<file path="src/rtl/alu8_pkg.sv">
package alu8_pkg;

  localparam int OP_W = 4;

  typedef enum logic [OP_W-1:0] {
    OP_ADD   = 4'h0,
    OP_ADC   = 4'h1,
    OP_SUB   = 4'h2,
    OP_SBC   = 4'h3,
    OP_AND   = 4'h4,
    OP_XOR   = 4'h5,
    OP_OR    = 4'h6,
    OP_CMP   = 4'h7,
    OP_INC   = 4'h8,
    OP_DEC   = 4'h9,
    OP_DADJ  = 4'hA,
    OP_INV   = 4'hB,
    OP_SETC  = 4'hC,
    OP_FLIPC = 4'hD,
    OP_RSV_E = 4'hE,
    OP_RSV_F = 4'hF
  } alu_op_e;

  typedef struct packed {
    logic z;
    logic n;
    logic h;
    logic c;
  } alu_flags_t;

endpackage

</file>
<file path="src/rtl/alu8_rst_sync.sv">
module alu8_rst_sync #(
  parameter int STAGES = 2
) (
  input  logic clk,
  input  logic rst_n,
  output logic rst_sync_n
);

  logic [STAGES-1:0] sync_q;

  always_ff @(posedge clk or negedge rst_n) begin
    if (!rst_n) begin
      sync_q <= '0;
    end else begin
      sync_q <= {sync_q[STAGES-2:0], 1'b1};
    end
  end

  assign rst_sync_n = sync_q[STAGES-1];

endmodule

</file>
<file path="src/rtl/alu8_addsub.sv">
module alu8_addsub #(
  parameter int W = 8
) (
  input  logic [W-1:0] a,
  input  logic [W-1:0] b,
  input  logic         cin,
  input  logic         sub,
  output logic [W-1:0] sum,
  output logic         cout,
  output logic         hout
);

  localparam int NIB = W / 2;

  logic [NIB:0] lo;
  logic [W:0]   full;

  // The extra top bit is the carry (add) or the borrow (subtract).
  always_comb begin
    if (sub) begin
      lo   = {1'b0, a[NIB-1:0]} - {1'b0, b[NIB-1:0]} - {{NIB{1'b0}}, cin};
      full = {1'b0, a} - {1'b0, b} - {{W{1'b0}}, cin};
    end else begin
      lo   = {1'b0, a[NIB-1:0]} + {1'b0, b[NIB-1:0]} + {{NIB{1'b0}}, cin};
      full = {1'b0, a} + {1'b0, b} + {{W{1'b0}}, cin};
    end
  end

  assign sum  = full[W-1:0];
  assign cout = full[W];
  assign hout = lo[NIB];

endmodule

</file>
<file path="src/rtl/alu8_daa.sv">
module alu8_daa
  import alu8_pkg::*;
#(
  parameter int W = 8
) (
  input  logic [W-1:0] a,
  input  alu_flags_t   fin,
  output logic [W-1:0] res,
  output logic         cout
);

  localparam int            NIB     = W / 2;
  localparam logic [W-1:0]  ADJ_LO  = W'(6);
  localparam logic [W-1:0]  ADJ_HI  = ADJ_LO << NIB;
  localparam logic [NIB-1:0] DIG_MAX = NIB'(9);
  localparam logic [W-1:0]  BYTE_MAX = (W'(9) << NIB) | W'(9);

  logic         fix_lo;
  logic         fix_hi;
  logic [W-1:0] adj;

  always_comb begin
    if (fin.n) begin
      fix_lo = fin.h;
      fix_hi = fin.c;
    end else begin
      fix_lo = fin.h || (a[NIB-1:0] > DIG_MAX);
      fix_hi = fin.c || (a > BYTE_MAX);
    end
    adj  = (fix_lo ? ADJ_LO : '0) | (fix_hi ? ADJ_HI : '0);
    res  = fin.n ? (a - adj) : (a + adj);
    cout = fin.n ? fin.c : fix_hi;
  end

endmodule

</file>
<file path="src/rtl/alu8_core.sv">
module alu8_core
  import alu8_pkg::*;
#(
  parameter int DATA_W = 8
) (
  input  logic              clk,
  input  logic              rst_n,
  input  logic              op_en,
  input  logic [OP_W-1:0]   op_sel,
  input  logic [DATA_W-1:0] acc_in,
  input  logic [DATA_W-1:0] opd_in,
  input  logic [3:0]        flg_in,
  output logic [DATA_W-1:0] res_q,
  output logic [3:0]        flg_q
);

  logic              rst_sync_n;
  alu_op_e           op;
  alu_flags_t        fi;
  alu_flags_t        flg_d;
  logic [DATA_W-1:0] res_d;

  logic              main_cin;
  logic              main_sub;
  logic [DATA_W-1:0] main_sum;
  logic              main_cout;
  logic              main_hout;

  logic [DATA_W-1:0] step_sum;
  logic              step_cout;
  logic              step_hout;

  logic [DATA_W-1:0] dadj_res;
  logic              dadj_cout;

  logic              upd_z;
  logic [DATA_W-1:0] z_src;

  assign op = alu_op_e'(op_sel);
  assign fi = alu_flags_t'(flg_in);

  alu8_rst_sync #(.STAGES(2)) u_rst (
    .clk        (clk),
    .rst_n      (rst_n),
    .rst_sync_n (rst_sync_n)
  );

  assign main_cin = fi.c && (op == OP_ADC || op == OP_SBC);
  assign main_sub = (op == OP_SUB) || (op == OP_SBC) || (op == OP_CMP);

  alu8_addsub #(.W(DATA_W)) u_main (
    .a    (acc_in),
    .b    (opd_in),
    .cin  (main_cin),
    .sub  (main_sub),
    .sum  (main_sum),
    .cout (main_cout),
    .hout (main_hout)
  );

  alu8_addsub #(.W(DATA_W)) u_step (
    .a    (opd_in),
    .b    (DATA_W'(1)),
    .cin  (1'b0),
    .sub  (op == OP_DEC),
    .sum  (step_sum),
    .cout (step_cout),
    .hout (step_hout)
  );

  alu8_daa #(.W(DATA_W)) u_dadj (
    .a    (acc_in),
    .fin  (fi),
    .res  (dadj_res),
    .cout (dadj_cout)
  );

  // Next-state: result byte and flags
  always_comb begin
    res_d = acc_in;
    flg_d = fi;
    upd_z = 1'b1;
    z_src = '0;
    unique case (op)
      OP_ADD, OP_ADC: begin
        res_d = main_sum;
        flg_d = '{z: 1'b0, n: 1'b0, h: main_hout, c: main_cout};
      end
      OP_SUB, OP_SBC: begin
        res_d = main_sum;
        flg_d = '{z: 1'b0, n: 1'b1, h: main_hout, c: main_cout};
      end
      OP_CMP: begin
        res_d = acc_in;
        flg_d = '{z: 1'b0, n: 1'b1, h: main_hout, c: main_cout};
      end
      OP_AND: begin
        res_d = acc_in & opd_in;
        flg_d = '{z: 1'b0, n: 1'b0, h: 1'b1, c: 1'b0};
      end
      OP_XOR: begin
        res_d = acc_in ^ opd_in;
        flg_d = '{z: 1'b0, n: 1'b0, h: 1'b0, c: 1'b0};
      end
      OP_OR: begin
        res_d = acc_in | opd_in;
        flg_d = '{z: 1'b0, n: 1'b0, h: 1'b0, c: 1'b0};
      end
      OP_INC: begin
        res_d = step_sum;
        flg_d = '{z: 1'b0, n: 1'b0, h: step_hout, c: fi.c};
      end
      OP_DEC: begin
        res_d = step_sum;
        flg_d = '{z: 1'b0, n: 1'b1, h: step_hout, c: fi.c};
      end
      OP_DADJ: begin
        res_d = dadj_res;
        flg_d = '{z: 1'b0, n: fi.n, h: 1'b0, c: dadj_cout};
      end
      OP_INV: begin
        res_d = ~acc_in;
        flg_d = '{z: fi.z, n: 1'b1, h: 1'b1, c: fi.c};
        upd_z = 1'b0;
      end
      OP_SETC: begin
        flg_d = '{z: fi.z, n: 1'b0, h: 1'b0, c: 1'b1};
        upd_z = 1'b0;
      end
      OP_FLIPC: begin
        flg_d = '{z: fi.z, n: 1'b0, h: 1'b0, c: ~fi.c};
        upd_z = 1'b0;
      end
      default: begin
        upd_z = 1'b0;
      end
    endcase
    // Increment wraps to zero exactly when it carries out of the byte.
    if (op == OP_CMP) begin
      z_src = main_sum;
    end else begin
      z_src = res_d;
    end
    if (upd_z) begin
      if (op == OP_INC) begin
        flg_d.z = step_cout;
      end else begin
        flg_d.z = (z_src == '0);
      end
    end
  end

  // Register with explicit clock enable
  always_ff @(posedge clk or negedge rst_sync_n) begin
    if (!rst_sync_n) begin
      res_q <= '0;
      flg_q <= '0;
    end else if (op_en) begin
      res_q <= res_d;
      flg_q <= flg_d;
    end
  end

  AST_HOLD_WHEN_IDLE: assert property (@(posedge clk) disable iff (!rst_sync_n)
    !op_en |=> ($stable(res_q) && $stable(flg_q)));

  AST_CMP_KEEPS_ACC: assert property (@(posedge clk) disable iff (!rst_sync_n)
    (op_en && op_sel == OP_CMP) |=> (res_q == $past(acc_in)));

  AST_STEP_KEEPS_C: assert property (@(posedge clk) disable iff (!rst_sync_n)
    (op_en && (op_sel == OP_INC || op_sel == OP_DEC)) |=> (flg_q[0] == $past(flg_in[0])));

  AST_AND_FLAGS: assert property (@(posedge clk) disable iff (!rst_sync_n)
    (op_en && op_sel == OP_AND) |=> (flg_q[2:0] == 3'b010));

  AST_DADJ_CLEARS_H: assert property (@(posedge clk) disable iff (!rst_sync_n)
    (op_en && op_sel == OP_DADJ) |=> (!flg_q[1] && flg_q[2] == $past(flg_in[2])));

  AST_ZERO_TRACKS_RESULT: assert property (@(posedge clk) disable iff (!rst_sync_n)
    (op_en && op_sel <= OP_DADJ && op_sel != OP_CMP) |=> (flg_q[3] == (res_q == '0)));

  AST_RESERVED_PASS: assert property (@(posedge clk) disable iff (!rst_sync_n)
    (op_en && op_sel >= OP_RSV_E) |=> (flg_q == $past(flg_in) && res_q == $past(acc_in)));

endmodule

</file>
<file path="config.mk">
export PLATFORM = sky130hd
export DESIGN_NAME = alu8_core
export DESIGN_NICKNAME = d
export VERILOG_FILES = /design/src/rtl/alu8_pkg.sv /design/src/rtl/alu8_rst_sync.sv /design/src/rtl/alu8_addsub.sv /design/src/rtl/alu8_daa.sv /design/src/rtl/alu8_core.sv
export SDC_FILE = /design/constraint.sdc
export NUM_CORES = 1
export LEC_CHECK = 0
export BUFFER_PORTS_ARGS = -buffer_cell sky130_fd_sc_hd__clkbuf_2
export CORE_MARGIN = 10
export CORE_UTILIZATION = 39
export DETAILED_ROUTE_END_ITERATION = 12
export HOLD_SLACK_MARGIN = 0.15
export PLACE_DENSITY = 0.61
export SETUP_SLACK_MARGIN = 0.3
export SLEW_MARGIN = 20
export SYNTH_ARGS = -nofsm -noshare
export SYNTH_HDL_FRONTEND = slang
export SYNTH_SLANG_ARGS = --single-unit
</file>
<file path="constraint.sdc">
create_clock -name clk -period 0.9 [get_ports clk]
set_input_delay 0.09 -clock clk [delete_from_list [all_inputs] [get_ports clk]]
set_output_delay 0.09 -clock clk [all_outputs]
set_load 0.01 [all_outputs]
</file>
======== Word-level counts from Yosys, hierarchy flattened ========
Index checks and enable logic that the tools add are counted.
word-level totals
  word-level logic and storage cells ...... 68
  output and inout port bits .............. 12
  flip-flop bits (word level) ............. 14
  bits of input ports ..................... 27
operators by class
  muxes and demuxes ....................... 16
  $add $sub $neg .......................... 14
  equality and inequality tests ........... 13
  bitwise gates (word level) .............. 6
  magnitude comparators ................... 2
  reduce and logical (&&, ||, !) cells .... 14
operators by type and width
  kind                                                 number
  case mux 8 bit (7 select lines)                      1
  case mux 4 bit (10 select lines)                     1
  equality test 4 bit, second input constant           6
  2-to-1 mux 9 bit                                     2
  equality test 4 x 3 -> 1 bit, second input constant  4
  2-to-1 mux 8 bit                                     2
  bitwise OR 8 bit                                     2
  OR reduction 11 bit                                  1
  2-to-1 mux 5 bit                                     2
  adder 8 x 1 -> 9 bit, second input constant          1
  adder 8 x 8 -> 9 bit                                 1
  adder 9 x 1 -> 9 bit                                 1
  subtractor 8 x 1 -> 9 bit, second input constant     1
  subtractor 8 x 8 -> 9 bit                            1
  subtractor 9 x 1 -> 9 bit                            1
  adder 8 bit                                          1
  AND 8 bit                                            1
  equality test 4 x 2 -> 1 bit, second input constant  2
  > comparator 8 bit, second input constant            1
  logical NOT 8 bit                                    1
  NOT 8 bit                                            1
  subtractor 8 bit                                     1
  bitwise XOR 8 bit                                    1
  2-to-1 mux 7 bit                                     1
  17 further kinds                                     28

======== Longest topological paths before layout ========
Gate-level depths: netlist of run 1.
  depth after elaboration ................. 12
  gate-level depth with buffers ........... 17
  mapped depth without buffers ............ 17

======== Cells and area by module ========
Synthesis of run 1 repeated with hierarchy kept, for this count alone.
second synthesis, totals
  cell total of the unflattened synthesis .. 526
  area, all modules ....................... 4013.8 um2
modules (own cells, without submodules)
  module                seq. area each (um2)  area an instance (um2)  times used  cells each
  alu8_core             300.3                 1654.1                  1           217
  alu8_addsub (u_main)  0.0                   963.4                   1           126
  alu8_addsub (u_step)  0.0                   954.7                   1           125
  alu8_daa              0.0                   387.9                   1           55
  alu8_rst_sync         50.0                  53.8                    1           3

======== Least setup slack after synthesis of run 1 ========
No wires, ideal clock.
  path type ............................... input port to flip-flop
  start ................................... in op_sel[0]
  end ..................................... reg flg_q[3]
  buffers on the path ..................... 2
  setup time .............................. 65 ps
  slack ................................... -2503 ps
  data arrival time ....................... 3338 ps
  data required time ...................... 835 ps
  stages .................................. 14
  cell sequence ........................... buf_2 clkbuf_1 nand3_1 fa_1 fa_1 o21a_4 nor2_8 xnor2_1 a22oi_2 nor2_1 o32a_1 or4_1 a211oi_1 o21a_1
on the way
  cells in the longest elaborated chain, start to end .. 10
  elaborated cells on any way between the ends .. 35
  classes of those cells .................. add/sub (2); eq/ne (13); mux (8); reduce/logical (12)
ends and longest elaborated chain
  item                                                                                 line                                               source
  start: declaration                                                                   alu8_core.sv:9                                     input logic [OP_W-1:0] op_sel,
  equality test 4 x 1 -> 1 bit / equality test 4 x 2 -> 1 bit (equally long branches)  alu8_core.sv:48, alu8_core.sv:84, alu8_core.sv:49
  logical OR 1 bit                                                                     alu8_core.sv:48                                    assign main_cin = fi.c && (op == OP_ADC || op == OP_SBC);
  logical AND 1 bit                                                                    alu8_core.sv:48
  adder 9 x 1 -> 9 bit / subtractor 9 x 1 -> 9 bit (equally long branches)             alu8_addsub.sv:25, alu8_addsub.sv:22
  2-to-1 mux 9 bit                                                                     alu8_addsub.sv:20                                  if (sub) begin
  case mux 8 bit (7 select lines)                                                      alu8_core.sv:84                                    unique case (op)
  2-to-1 mux 8 bit                                                                     alu8_core.sv:139                                   if (op == OP_CMP) begin
  logical NOT 8 bit                                                                    alu8_core.sv:148                                   flg_d.z = (z_src == '0);
  2-to-1 mux 1 bit                                                                     alu8_core.sv:145                                   if (op == OP_INC) begin
  2-to-1 mux 1 bit (*)                                                                 alu8_core.sv:144                                   if (upd_z) begin
  end signal: assignment                                                               alu8_core.sv:160                                   flg_q <= flg_d;
  end: declaration                                                                     alu8_core.sv:14                                    output logic [3:0] flg_q
Every way passes the cells marked *; elsewhere a longest branch is shown, timed or not.
A chain may end at the register's enable or synchronous reset.

======== Worst setup path after layout of run 1 ========
  start ................................... in op_sel[3]
  end ..................................... reg flg_q[3]
Same word-level chain as after synthesis.

==> results by group, run 1 <==
Outcome
  • Status: complete, but fails checks
  • Failing checks: setup timing

Logic synthesis
  • Seq/Total Area, Yosys: 11.3%
  • Post-synth top flop: dfrtp_1
  • Post-Syn Instances: 409
  • Leading area contributor after synthesis: ha_1
  • Cell variety after synth: 70
  • Syn avg cell area: 7.61 um2
  • Number of synthesized flops with an enable pin: 0
  • Synthesized area: 0.00311 mm2
  • Yosys Warn Count: 0
  • Syn nets: 488
  • #FFs+latches synth: 14
  • Post-synth ARST share: 100%
  • Share of the synthesized area in the top cell type: 18.9%
  • Synth area leaders: ha_1, dfrtp_1, inv_1

Route
  • Routed WL: 12,700 um
  • Routed length per instance: 18.3 um
  • DR WL met3: 995 um
  • Vias post-DR: 3,965
  • # DRC: 0
  • Drt first pass iters: 5
  • Uppermost layer routed: met4
  • Vias per inst: 5.70
  • Post-route ant nets: 0
  • Routed met2 length: 6010 um
  • DRT met1 WL: 5270 um
  • 1st-iter DRT viols: 302

Clock tree
  • CTS buffer count: 3
  • CTS Sinks: 14
  • CTS Buffer Depth: 2
  • Clock latency on the worst-skew pair: 0.24 ns
  • CTS tree: built
  • Clock-pin transition on the worst setup and hold timing paths: 0.06 ns
  • Root Driver: clkbuf_8
  • H-tree depth: 1

GRT
  • Largest net degree at the start of global routing: 29
  • Total track usage: 20.8%
  • Grt total ovfl: 0
  • Initial antenna violation count: 0
  • First-pass GRT wire length: 20,000 um
  • Vias in the first global route: 3,878

Timing
  • Final Hold Fails: 0
  • Fmax: 348 MHz
  • Final slew viol count: 0
  • Final setup vio count: 12
  • Tmin final: 2.87 ns
  • Period utilization: 319%
  • WHS: 0.161 ns
  • Clock skew: 0.000570 ns
  • Post-route setup slack: -1.97 ns
  • RSZ-0062 raised after global routing: true
  • Worst slew pin tran: 0.586 ns
  • Worst rel slew slack: 60.7%

Floorplan
  • Row count: 32
  • Die span in y: 109 um
  • Initial Util: 40.3%
  • Die Span X: 109 um
  • Ports: 39
  • Die area: 0.0119 mm2
  • Core area: 0.00773 mm2

Finish
  • Commonest non-fill, non-tap cell in the layout: buf_4
  • Core Util, Final: 67.8%
  • Most frequent cells in the layout: buf_4, ha_1, inv_1
  • Layout cells sized above 1: 47.1%
  • Ant. Diodes: 0
  • Fillers: 620
  • Area delta synth->final: 68.5%
  • Nets: 674

Place
  • Buffers on Ports: 38
  • RePlAce Congestion: 0.944
  • Worst slack, placed: -2.39 ns
  • Post-DP HPWL: 9570 um

Run
  • MaxCap Viol Count: 0

Power
  • Peak VDD IR: 0.565 mV
  • Power per Cell Area: 937 mW/mm2
  • Pleak: 2.52 nW
  • Total power: 4.91 mW

Setup path
  • Critical path class: input pin to flip-flop
  • Worst reg2reg setup slack: 0.12 ns
  • CP required: 1.08 ns
  • Critical Path Fanout Max: 2
  • Startpoint Class: input pin
  • CP Data Arrival Time: 3.06 ns
  • Crit. End Element: flip-flop

Hold path
  • Worst min-delay path class: input pin to asynchronous set/reset pin
[worst max-delay path, stage by stage]
cell and delay, ns:
buf_8 0.10, nor2_4 0.12, nand3_4 0.09, fa_2 0.40, fa_2 0.42, o21a_4 0.23
nor2_8 0.13, xnor2_2 0.07, a22oi_2 0.18, nor2_1 0.07, o32a_1 0.30, or4_1 0.54
a211oi_2 0.19, o21a_1 0.13
[cell usage after synthesis, types with 4 or more instances]
master	n
a21o_1	4
nor2_1	34
clkbuf_1	14
nand3_1	7
nand2_1	22
a21oi_1	29
a211oi_1	7
o211ai_1	7
o21a_1	7
nor2b_1	6
xnor2_1	16
ha_1	47
a31oi_1	6
mux2i_1	6
o21ai_0	23
or3_1	4
nor3_1	7
dfrtp_1	14
o22ai_1	10
inv_1	39
fa_1	5
nand2b_1	13
mux2_2	7
o31ai_1	4
[state kept, by name (all words and copies together) (netlist names)]
register      cells
res_q             8
u_rst.sync_q      2
flg_q             4
[where the power goes]
group | leakage, nW | internal [mW] | switching [mW]
logic | 2.33 | 1.85 | 1.68
registers | 0.166 | 0.724 | 0.0474
clock network | 0.0288 | 0.387 | 0.225
total | 2.52 | 2.96 | 1.95
[metal layers]
layer,track usage (%),vias to the layer above
met1,27.5,1886
met4,7.53,0
met2,33.8,181
met5,0,-
li1,-,1864
met3,2.98,34
[stage by stage]
step                instance area (um2)  TNS (ns)  std cells
CTS                                4990    -17.39        686
global placement                   4380    -21.00        659
global route                       5240    -18.96        696
detailed placement                 4380    -21.65        659
finish                             5240    -17.75        696
floorplan                          3230    -17.60        409
[cell type report]
type                    instances  area, um2  area share [%]
clock buffers                   4       55.1            1.05
inverters                      39        146            2.79
repair buffers                200       1580            30.2
multi-input cells             337       2980            56.8
well taps                     102        128            2.43
flip-flops and latches         14        350            6.68
[worst paths after layout]
| check | start | to | cells past startpoint |
|---|---|---|---|
| hold reg to reg | u_rst.sync_q[1]$_DFF_PN0_ | flg_q[0]$_DFFE_PN0P_ | 1 |
| min in group clk | flg_in[3] | flg_q[3]$_DFFE_PN0P_ | 4 |
| max in group asynchronous | u_rst.sync_q[1]$_DFF_PN0_ | res_q[7]$_DFFE_PN0P_ | 1 |
| setup reg to reg | flg_q[3]$_DFFE_PN0P_ | flg_q[3]$_DFFE_PN0P_ | 3 |
| hold / removal | rst_n | u_rst.sync_q[1]$_DFF_PN0_ | 2 |
| setup / recovery | op_sel[3] | flg_q[3]$_DFFE_PN0P_ | 14 |
[logic make-up (layout without fill, tap and decap cells)]
| kind of cell | after synthesis | in the layout | synth area share, % |
|---|---|---|---|
| AO/OA/AOI/OAI | 132 | 132 | 28.9 |
| XOR/XNOR | 19 | 19 | 5.35 |
| adder cells (fa/ha/maj) | 52 | 52 | 22.1 |
| buffers and inverters | 58 | 243 | 7.32 |
| flip-flops | 14 | 14 | 11.3 |
| multiplexers | 13 | 13 | 4.47 |
| other | 1 | 1 | 0.121 |
| AND/OR/NAND/NOR | 120 | 120 | 20.5 |
[repair_timing]
item / in CTS / in global routing
endpoints found under the hold margin: 2 / 0
pin swaps: 31 / 25
setup buffers: 21 / 10
hold buffers: 1 / 0
setup endpoints to repair: 24 / 24
cloned: 1 / 0
gates resized for setup: 73 / 48
(Power assumes the default switching activity.)
==> run 2: changes to the inputs <==
- CTS_CLUSTER_DIAMETER: unset -> 100
- MAX_ROUTING_LAYER: unset -> met4
==> run 2 against run 1 <==
Against the previous run: the run still ends with setup timing left; first-iteration DRC count rose by 0.66%; register-to-register slack barely moved; clock power fell by 14%; total power fell by 2.6%; die area did not move; global-route usage rose by 0.21 points; final cell count fell by 1.4%; fmax rose by 1.5%; sequential share of layout area rose by 0.15 points; via count fell by 1.5%; critical endpoint unchanged.
==> results by group, run 2 (synthesis results as in run 1) <==
Outcome
  • Status: complete, but fails checks
  • Failing checks: setup timing

GRT
  • Initial antenna violation count: 0 (unchanged)
  • Grt total ovfl: 0 (unchanged)
  • Vias in the first global route: 3,777 (-2.6%)
  • Largest net degree at the start of global routing: 30 (+3.4%)
  • First-pass GRT wire length: 19,600 um (-2.0%)
  • Total track usage: 21.0% (+0.21 points)

Place
  • Post-DP HPWL: 9590 um (+0.17%)
  • Buffers on Ports: 38 (unchanged)
  • Worst slack, placed: -2.37 ns (+0.0121 ns)
  • RePlAce Congestion: 0.983 (+4.2%)

Finish
  • Top Registers: res_q x8, flg_q x4, u_rst.sync_q x2
  • Nets: 665 (-1.3%)
  • Reg with most FFs: res_q
  • Max reg flops: 8 (unchanged)
  • Ant. Diodes: 0 (unchanged)
  • Commonest non-fill, non-tap cell in the layout: buf_4
  • Layout cells sized above 1: 47.4% (+0.29 points)
  • Area delta synth->final: 65.4%
  • Most frequent cells in the layout: buf_4, ha_1, inv_1

Floorplan
  • Initial Util: 40.3% (unchanged)
  • Core area: 0.00773 mm2 (unchanged)
  • Row count: 32 (unchanged)
  • Die area: 0.0119 mm2 (unchanged)
  • Die Span X: 109 um (unchanged)
  • Die span in y: 109 um (unchanged)
  • Ports: 39 (unchanged)

Clock tree
  • CTS Sinks: 14 (unchanged)
  • Root Driver: clkbuf_8
  • CTS buffer count: 3 (unchanged)
  • Clock latency on the worst-skew pair: 0.25 ns (about the same)
  • Clock-pin transition on the worst setup and hold timing paths: 0.06 ns (about the same)
  • CTS tree: built
  • H-tree depth: 1 (unchanged)
  • CTS Buffer Depth: 2 (unchanged)

Timing
  • Period utilization: 314% (-4.9 points)
  • Fmax: 354 MHz (+1.5%)
  • Clock skew: 0.00398 ns (+0.00341 ns)
  • Final slew viol count: 0 (unchanged)
  • Worst slew pin tran: 0.587 ns (+0.00147 ns)
  • WHS: 0.146 ns (-0.0155 ns)
  • Worst rel slew slack: 60.6% (-0.099 points)
  • Total negative slack: -17.72 ns (+0.0367 ns)
  • Final Hold Fails: 0 (unchanged)
  • Final setup vio count: 12 (unchanged)
  • RSZ-0062 raised after global routing: true
  • Post-route setup slack: -1.93 ns (+0.0437 ns)
  • Tmin final: 2.83 ns (-0.0437 ns)

Setup path
  • Critical path class: input pin to flip-flop
  • Startpoint Class: input pin
  • R2R Path End: res_q[5]$_DFFE_PN0P_
  • R2R depth: 1 (-2)
  • CP Data Arrival Time: 3.02 ns (-0.04 ns)
  • CP required: 1.09 ns (about the same)
  • Worst R2R Start: res_q[5]$_DFFE_PN0P_
  • Worst reg2reg setup slack: 0.12 ns (about the same)
  • Crit. End Element: flip-flop
  • Critical Path Fanout Max: 2 (unchanged)

Route
  • 1st-iter DRT viols: 304 (+0.66%)
  • Vias post-DR: 3,906 (-1.5%)
  • Routed length per instance: 18.6 um (+2.0%)
  • # DRC: 0 (unchanged)
  • Vias per inst: 5.69 (about the same)
  • Routed WL: 12,800 um (+0.53%)
  • Drt first pass iters: 5 (unchanged)
  • Post-route ant nets: 0 (unchanged)

Hold path
  • Worst min-delay path class: flip-flop to asynchronous set/reset pin

Power
  • Peak VDD IR: 0.456 mV (-19%)
  • Power per Cell Area: 931 mW/mm2 (-0.72%)
  • Pleak: 2.47 nW (-2.1%)

Run
  • MaxCap Viol Count: 0 (unchanged)
run 2: changes by cell type in the layout (fill, tap and decap cells not counted), sizes merged:
cell / change
buf: -9
clkbuf: -1
run 2: repair_timing:
| item | in CTS | in global routing |
|---|---|---|
| setup buffers | 16 | 10 |
| gates cloned | 1 | 0 |
| endpoints found under the setup margin | 24 | 36 |
| resized for setup | 62 | 63 |
| pin swaps | 23 | 36 |
| hold buffers | 1 | 0 |
| hold endpoints to repair | 2 | 0 |
run 2: through the flow:
step | cell area [um2] | std cells | util [%] | total power, mW
2_1_floorplan | 3230 | 409 | - | 2.34
3_3_place_gp | 4350 | 655 | 56.3 | 3.52
3_5_place_dp | 4350 | 655 | 56.3 | 3.56
4_1_cts | 4850 | 676 | 62.8 | 4.46
5_1_grt | 5140 | 686 | 66.6 | 5.08
6_report | 5140 | 686 | 66.6 | 4.79
run 2: report_power, final:
group	internal [mW]	total, mW	switching, mW
Clock	0.297	0.528	0.231
Combinational	1.80	3.47	1.67
Sequential	0.724	0.788	0.0634
Total	2.82	4.79	1.96
run 2: cell type report:
cell class,instances,area [um2]
clock buffer,3,41.3
fill,621,2580
sequential,14,352
inverter,39,146
tap,102,128
multi-input combinational,337,2980
timing repair buffer,191,1500
run 2: worst max-delay path, stage by stage:
cell and delay (ns):
buf_2 0.14, nand3_4 0.09, inv_2 0.05, fa_2 0.56, buf_6 0.11, ha_4 0.14, o21ai_4 0.07, a311oi_4 0.35
a31oi_1 0.14, xor2_1 0.17, mux2i_1 0.10, buf_4 0.15, a221o_1 0.35, o221a_2 0.24, a211oi_2 0.14, o21a_1 0.13
run 2: how the worst max path moves through the flow:
stage	start	endpoint	slack (ns)	depth (start not counted)
after floorplan	op_sel[3]	flg_q[3]$_DFFE_PN0P_	-2.19	14
after global placement	op_sel[3]	flg_q[3]$_DFFE_PN0P_	-2.25	16
after detailed placement	acc_in[2]	flg_q[3]$_DFFE_PN0P_	-2.37	18
after CTS	op_sel[3]	flg_q[3]$_DFFE_PN0P_	-1.98	14
after global routing	op_sel[2]	flg_q[3]$_DFFE_PN0P_	-2.05	17
final	flg_in[0]	flg_q[3]$_DFFE_PN0P_	-1.93	16
run 2: per-layer routing:
metal  wire length (um)  vias to the layer above  global-route usage [%]
li1                   -                     1842                       -
met1               5370                     1836                    26.7
met2               6250                      190                    34.5
met3                868                       38                    3.16
met4                290                        0                    4.83
met5                  0                        -                       -
